### config.mk
export PLATFORM = sky130hd
export DESIGN_NAME = gpio_grp_port
export DESIGN_NICKNAME = d
export VERILOG_FILES = /design/src/rtl/gpio_grp_pkg.sv /design/src/rtl/gpio_in_stage.sv /design/src/rtl/gpio_blink_gen.sv /design/src/rtl/gpio_cause_unit.sv /design/src/rtl/gpio_grp_port.sv
export SDC_FILE = /design/constraint.sdc
export NUM_CORES = 1
export LEC_CHECK = 0
export BUFFER_PORTS_ARGS = -buffer_cell sky130_fd_sc_hd__buf_4
export CAP_MARGIN = 20
export CORE_MARGIN = 4
export CORE_UTILIZATION = 55
export CTS_BUF_LIST = sky130_fd_sc_hd__clkbuf_4
export DETAILED_ROUTE_END_ITERATION = 8
export HOLD_SLACK_MARGIN = 0.06
export PLACE_DENSITY = 0.87
export SETUP_SLACK_MARGIN = 0.02
export SKIP_CTS_REPAIR_TIMING = 1
export SYNTH_ARGS = -nofsm -noshare
export SYNTH_HDL_FRONTEND = slang
export SYNTH_SLANG_ARGS = --single-unit
export TNS_END_PERCENT = 50
### constraint.sdc
create_clock -name clk -period 3.67 [get_ports clk]
set_clock_uncertainty 0.05 [all_clocks]
set_input_delay 1.101 -clock clk [delete_from_list [all_inputs] [get_ports clk]]
set_output_delay 1.101 -clock clk [all_outputs]
set_load 0.01 [all_outputs]
### src/rtl/gpio_grp_pkg.sv
package gpio_grp_pkg;
    localparam int NPINS  = 32;
    localparam int GRP_W  = 8;
    localparam int NGRP   = NPINS / GRP_W;
    localparam int ADDR_W = 5;

    typedef enum logic [2:0] {
        SEL_DOUT  = 3'd0,
        SEL_OECTL = 3'd1,
        SEL_BLINK = 3'd2,
        SEL_POL   = 3'd3,
        SEL_DIN   = 3'd4,
        SEL_CAUSE = 3'd5,
        SEL_EMASK = 3'd6,
        SEL_LMASK = 3'd7
    } reg_sel_e;

    typedef struct packed {
        logic [NPINS-1:0] dout;
        logic [NPINS-1:0] oectl;
        logic [NPINS-1:0] blink;
        logic [NPINS-1:0] pol;
        logic [NPINS-1:0] emask;
        logic [NPINS-1:0] lmask;
    } cfg_t;

    function automatic reg_sel_e addr_to_sel(input logic [ADDR_W-1:0] a);
        return reg_sel_e'(a[ADDR_W-1:2]);
    endfunction

    function automatic logic [NPINS-1:0] ack_keep(input logic [NPINS-1:0] held,
                                                  input logic [NPINS-1:0] wmask);
        return held & wmask;
    endfunction
endpackage

### src/rtl/gpio_in_stage.sv
module gpio_in_stage #(
    parameter int W = 32
) (
    input  logic         clk,
    input  logic         rst,
    input  logic [W-1:0] raw_in,
    input  logic [W-1:0] invert,
    output logic [W-1:0] level,
    output logic [W-1:0] rise
);
    logic [W-1:0] meta_q, sync_q, level_q;

    always_ff @(posedge clk) begin
        if (rst) begin
            meta_q  <= '0;
            sync_q  <= '0;
            level_q <= '0;
        end else begin
            meta_q  <= raw_in;
            sync_q  <= meta_q;
            level_q <= level;
        end
    end

    always_comb begin
        level = sync_q ^ invert;
        rise  = level & ~level_q;
    end
endmodule

### src/rtl/gpio_blink_gen.sv
module gpio_blink_gen #(
    parameter int BITS = 24
) (
    input  logic clk,
    input  logic rst,
    output logic phase,
    output logic wrap
);
    logic [BITS-1:0] div_q;

    assign wrap = &div_q;

    always_ff @(posedge clk) begin
        if (rst) begin
            div_q <= '0;
            phase <= 1'b0;
        end else begin
            div_q <= div_q + 1'b1;
            if (wrap) phase <= ~phase;
        end
    end
endmodule

### src/rtl/gpio_cause_unit.sv
module gpio_cause_unit #(
    parameter int W  = 32,
    parameter int GW = 8,
    localparam int NG = W / GW
) (
    input  logic          clk,
    input  logic          rst,
    input  logic [W-1:0]  rise,
    input  logic [W-1:0]  level,
    input  logic [W-1:0]  emask,
    input  logic [W-1:0]  lmask,
    input  logic          ack_we,
    input  logic [W-1:0]  ack_data,
    output logic [W-1:0]  edge_q,
    output logic [W-1:0]  cause,
    output logic [NG-1:0] grp_irq
);
    import gpio_grp_pkg::*;

    logic [W-1:0] pending;

    always_ff @(posedge clk) begin
        if (rst) begin
            edge_q <= '0;
        end else if (ack_we) begin
            edge_q <= ack_keep(edge_q, ack_data) | rise;
        end else begin
            edge_q <= edge_q | rise;
        end
    end

    always_comb begin
        cause   = edge_q | (level & lmask);
        pending = cause & (emask | lmask);
    end

    for (genvar g = 0; g < NG; g++) begin : g_grp
        assign grp_irq[g] = |pending[g*GW +: GW];
    end
endmodule

### src/rtl/gpio_grp_port.sv
module gpio_grp_port #(
    parameter int BLINK_BITS = 24
) (
    input  logic        clk,
    input  logic        rst,
    input  logic        bus_we,
    input  logic        bus_re,
    input  logic [4:0]  bus_addr,
    input  logic [31:0] bus_wdata,
    output logic [31:0] bus_rdata,
    input  logic [31:0] pin_in,
    output logic [31:0] pin_out,
    output logic [31:0] pin_oe,
    output logic [3:0]  grp_irq
);
    import gpio_grp_pkg::*;

    cfg_t             cfg_q;
    reg_sel_e         sel;
    logic [NPINS-1:0] in_level, rise_vec, edge_latch, cause_vec, mask_any;
    logic             blink_phase, blink_wrap, ack_we;

    assign sel      = addr_to_sel(bus_addr);
    assign ack_we   = bus_we && (sel == SEL_CAUSE);
    assign mask_any = cfg_q.emask | cfg_q.lmask;

    gpio_in_stage #(.W(NPINS)) u_in (
        .clk(clk), .rst(rst), .raw_in(pin_in), .invert(cfg_q.pol),
        .level(in_level), .rise(rise_vec)
    );

    gpio_blink_gen #(.BITS(BLINK_BITS)) u_blink (
        .clk(clk), .rst(rst), .phase(blink_phase), .wrap(blink_wrap)
    );

    gpio_cause_unit #(.W(NPINS), .GW(GRP_W)) u_cause (
        .clk(clk), .rst(rst), .rise(rise_vec), .level(in_level),
        .emask(cfg_q.emask), .lmask(cfg_q.lmask),
        .ack_we(ack_we), .ack_data(bus_wdata),
        .edge_q(edge_latch), .cause(cause_vec), .grp_irq(grp_irq)
    );

    always_ff @(posedge clk) begin
        if (rst) begin
            cfg_q       <= '0;
            cfg_q.oectl <= '1;
        end else if (bus_we) begin
            unique case (sel)
                SEL_DOUT:  cfg_q.dout  <= bus_wdata;
                SEL_OECTL: cfg_q.oectl <= bus_wdata;
                SEL_BLINK: cfg_q.blink <= bus_wdata;
                SEL_POL:   cfg_q.pol   <= bus_wdata;
                SEL_EMASK: cfg_q.emask <= bus_wdata;
                SEL_LMASK: cfg_q.lmask <= bus_wdata;
                default: ;
            endcase
        end
    end

    always_ff @(posedge clk) begin
        if (rst) begin
            bus_rdata <= '0;
        end else if (bus_re) begin
            unique case (sel)
                SEL_DOUT:  bus_rdata <= cfg_q.dout;
                SEL_OECTL: bus_rdata <= cfg_q.oectl;
                SEL_BLINK: bus_rdata <= cfg_q.blink;
                SEL_POL:   bus_rdata <= cfg_q.pol;
                SEL_DIN:   bus_rdata <= in_level;
                SEL_CAUSE: bus_rdata <= cause_vec;
                SEL_EMASK: bus_rdata <= cfg_q.emask;
                SEL_LMASK: bus_rdata <= cfg_q.lmask;
                default:   bus_rdata <= '0;
            endcase
        end
    end

    always_comb begin
        pin_out = cfg_q.dout ^ (cfg_q.blink & {NPINS{blink_phase}});
        pin_oe  = ~cfg_q.oectl;
    end
endmodule

==> results.yml <==
floorplan:
  initial_utilization_pct: 55.7
  chipWidth_um: 181
  chipHeight_um: 181
  core_um2: 29600
  core.rowCount: 63
  top_level_ports: 173
  fp.dieArea_um2: 32800
finish:
  final_layout_size_suffix_gt1_share_pct: 16.6
  final-instance-count-excl-fill: 2668
  area.growth.synth_to_final_pct: 16.7
  num-nets-final: 2276
pwr:
  max-vdd-ir-drop_uv: 222
  power_density_nw_per_um2: 441
  combPwrFrac_pct: 9.6
  switching_power_mw: 2.33
  switching_share_pct: 27.4
  power_frac_clock_pct: 39.2
  power.static_leakage_nw: 7.67
  seq_power_share_pct: 51.2
  p_int_mw: 6.17
worst_setup_path:
  critical_path.reg2reg.startpoint: "u_blink.div_q[9]$_SDFF_PP0_"
  cp_max_fo: 4
  crit_arrival_ns: 2.40
  startpoint_type: "register"
  crit_type: "reg -> out"
  worst-r2r-setup-slack_ns: 1.70
  timing.critical_path.required_ns: 2.52
  endpoint_kind: "output pin"
  reg2regPathDepth: 4
  rr_endpoint: "u_blink.div_q[23]$_SDFF_PP0_"
timing:
  rsz0062_at_grt: "no"
  setup-tns-final_ns: 0
  highest_clock_frequency_the_design_can_meet_ghz: 0.281
  maxSlewViolCount: 0
  hold_slack_ns: 0.380
  min_period_over_period_pct: 96.9
  count_of_final_setup_violators: 0
  timing.final.crit_period_ns: 3.55
  final-hold-violation-count: 0
  max_slew.worst_pin.slew_ns: 1.03
  max_slew_margin_pct: 31.1
min_path:
  holdCritPathClass: "reg -> reg"
  min_to: "u_in.sync_q[27]$_SDFF_PP0_"
  worstHoldStart: "u_in.meta_q[27]$_SDFF_PP0_"
  hold_path_stages: 1
cts:
  clk_transition_reported_paths_ns: 0.07
  cts-htree-levels: 3
  cts.sinks: 377
  cts_made_buffers: 96
  root_buffer_selected_by_cts: "sky130_fd_sc_hd__clkbuf_4"
  clk-insertion-delay-late_ns: 0.73
  tritoncts: "built"
  clockBufferDepth: 3
logic_synthesis:
  ys_async_sr_fraction_pct: 0
  synthSimpleGateAreaFrac_pct: 24.7
  netlist-cell-type-count: 53
  synthAdderAreaFrac_pct: 0.0758
  synth_compound_gate_area_share_pct: 17.6
  synth-warning-count: 0
  synthesis.nets: 2105
  synthesis_stage_register_bit_count: 377
  yosys_most_used_dff: "sky130_fd_sc_hd__dfxtp_1"
  seq_area_frac_synth_pct: 45.7
  synth_top_family_by_area: "simple AND/OR/NAND/NOR gates"
  synth_xor_area_share_pct: 5.04
  post_synth.cell_area_avg_um2: 8.13
  synth_edf_count: 0
  number_of_instances_in_the_synthesized_netlist: 2031
  synth_mux_area_share_pct: 2.11
  synthesis.area_um2: 16500
flow_run:
  max-cap-violations: 0
global_route:
  grt_first_pass_wirelength_mm: 78.8
  gr-total-overflow: 0
  grt_start_max_net_pins: 79
  grt_pass1_vias: 15288
  track_usage_pct: 29.2
  initial_antenna_violation_count: 1
routing:
  drtIter0Drc: 2012
  drc_errors_left: 0
  routed-via-count: 15877
  drt-wirelength-per-cell_um: 18.8
  detail_route.wirelength_mm: 50.3
  drt_pre_antenna_iters: 6
  routed_via_density: 5.95
  drtAntennaViolNets: 0
place:
  port_buf_inserts: 170
  dpl.hpwl_mm: 32.4
  gp_congestion: 0.924
  dpl.cell_count: 2494
outcome:
  status: "complete, no violations"
-- kinds of logic (layout without fill, tap and decap cells) --
| group | after synthesis | in the layout |
|---|---|---|
| buffers and inverters | 195 | 441 |
| xor gates and xnor gates | 95 | 95 |
| muxes | 34 | 34 |
| AOI/OAI and AO/OA | 490 | 490 |
| DFF | 377 | 377 |
| other | 0 | 1 |
| and+or+nand+nor | 839 | 839 |
| adders and majority gates | 1 | 1 |
-- state kept, by name, indices dropped and copies added (netlist names) --
register        count
u_blink.div_q      24
u_blink.phase       1
bus_rdata          32
u_cause.edge_q     32
u_in.level_q       32
u_in.sync_q        32
u_in.meta_q        32
cfg_q             192
-- power groups by stage --
| stage | combinational (mW) | sequential, mW | clock (mW) |
|---|---|---|---|
| global route | 0.874 | 4.36 | 3.58 |
| floorplan | 0.461 | 4.41 | 0 |
| CTS | 0.797 | 4.35 | 3.37 |
| global placement | 0.766 | 4.43 | 0 |
| detailed placement | 0.793 | 4.44 | 0 |
| finish | 0.814 | 4.35 | 3.33 |
-- routing by layer --
metal / up-vias / GRT usage [%] / share of wire (%)
li1: 7305 / - / -
met1: 7469 / 37.6 / 39
met2: 920 / 47.5 / 47
met3: 183 / 5.80 / 11
met4: 0 / 13.7 / 4.2
met5: - / 0 / 0
-- stage by stage --
step                instance area [um^2]  power (mW)  setup slack (ns)  utilization (%)
global route                       19300        8.82            0.0305             65.0
CTS                                19300        8.51             0.134             65.0
finish                             19300        8.49             0.115             65.0
floorplan                          16500        4.87              1.21                -
global placement                   18100        5.20             0.629             61.2
detailed placement                 18100        5.23             0.584             61.2
-- synth_stat cells (all sizes together) (9+ instances only) --
master,n,area (um^2)
nand2b,58,363
a22o,19,166
nor2,47,176
nand2,461,1730
or2,10,62.6
o21a,12,90.1
nand3b,34,255
nor3b,10,75.1
o21ai,140,701
and3,16,100
xor2,40,350
nor3,14,70.1
a22oi,19,143
or3,9,56.3
mux2i,27,270
a221oi,22,193
o211ai,14,105
clkbuf,100,375
a21oi,213,1070
inv,53,199
dfxtp,377,7550
xnor2,55,482
nor2b,88,551
nand4,14,93.8
and4,13,114
buf,42,213
a221o,14,140
nand3,33,170
-- critical path: stages (launching register included) --
cell,delay (ns)
sky130_fd_sc_hd__dfxtp_1,0.36
sky130_fd_sc_hd__xor2_1,0.20
sky130_fd_sc_hd__o21ai_0,0.34
sky130_fd_sc_hd__nand4_1,0.18
sky130_fd_sc_hd__or3_1,0.43
sky130_fd_sc_hd__buf_4,0.17
-- cell type report --
type	instances	area [um^2]
fillers	2384	10400
multi-input cells	1459	8200
flip-flops and latches	377	7550
repair buffers	215	1700
clock buffers	125	938
well taps	390	488
inverters	53	199
clock inverters	48	188
diodes	1	2.50
-- worst max-delay path by stage --
| stage | cells after the start | slack, ns | startpoint | end |
|---|---|---|---|---|
| after floorplan | 7 | 1.21 | bus_addr[3] | bus_rdata[12]$_SDFFE_PP0P_ |
| after global placement | 6 | 0.63 | bus_addr[3] | bus_rdata[12]$_SDFFE_PP0P_ |
| after detailed placement | 5 | 0.58 | bus_addr[3] | bus_rdata[0]$_SDFFE_PP0P_ |
| after CTS | 5 | 0.13 | u_cause.edge_q[6]$_SDFF_PP0_ | grp_irq[0] |
| after global routing | 5 | 0.03 | cfg_q[72]$_SDFFE_PP0P_ | grp_irq[1] |
| final | 5 | 0.12 | cfg_q[85]$_SDFFE_PP0P_ | grp_irq[2] |
-- placed cells by master (no fill, tap or decap), drive strengths merged, types with 16 or more instances in the layout --
cell type	n
nand3	33
clkinv	44
xnor2	55
a21oi	213
a22oi	19
mux2i	27
xor2	40
inv	57
nand2	461
dfxtp	377
nor2b	88
a221oi	22
buf	215
a22o	19
nand3b	34
nor2	47
clkbuf	125
nand2b	58
and3	16
o21ai	140
(Power assumes the default switching activity.)
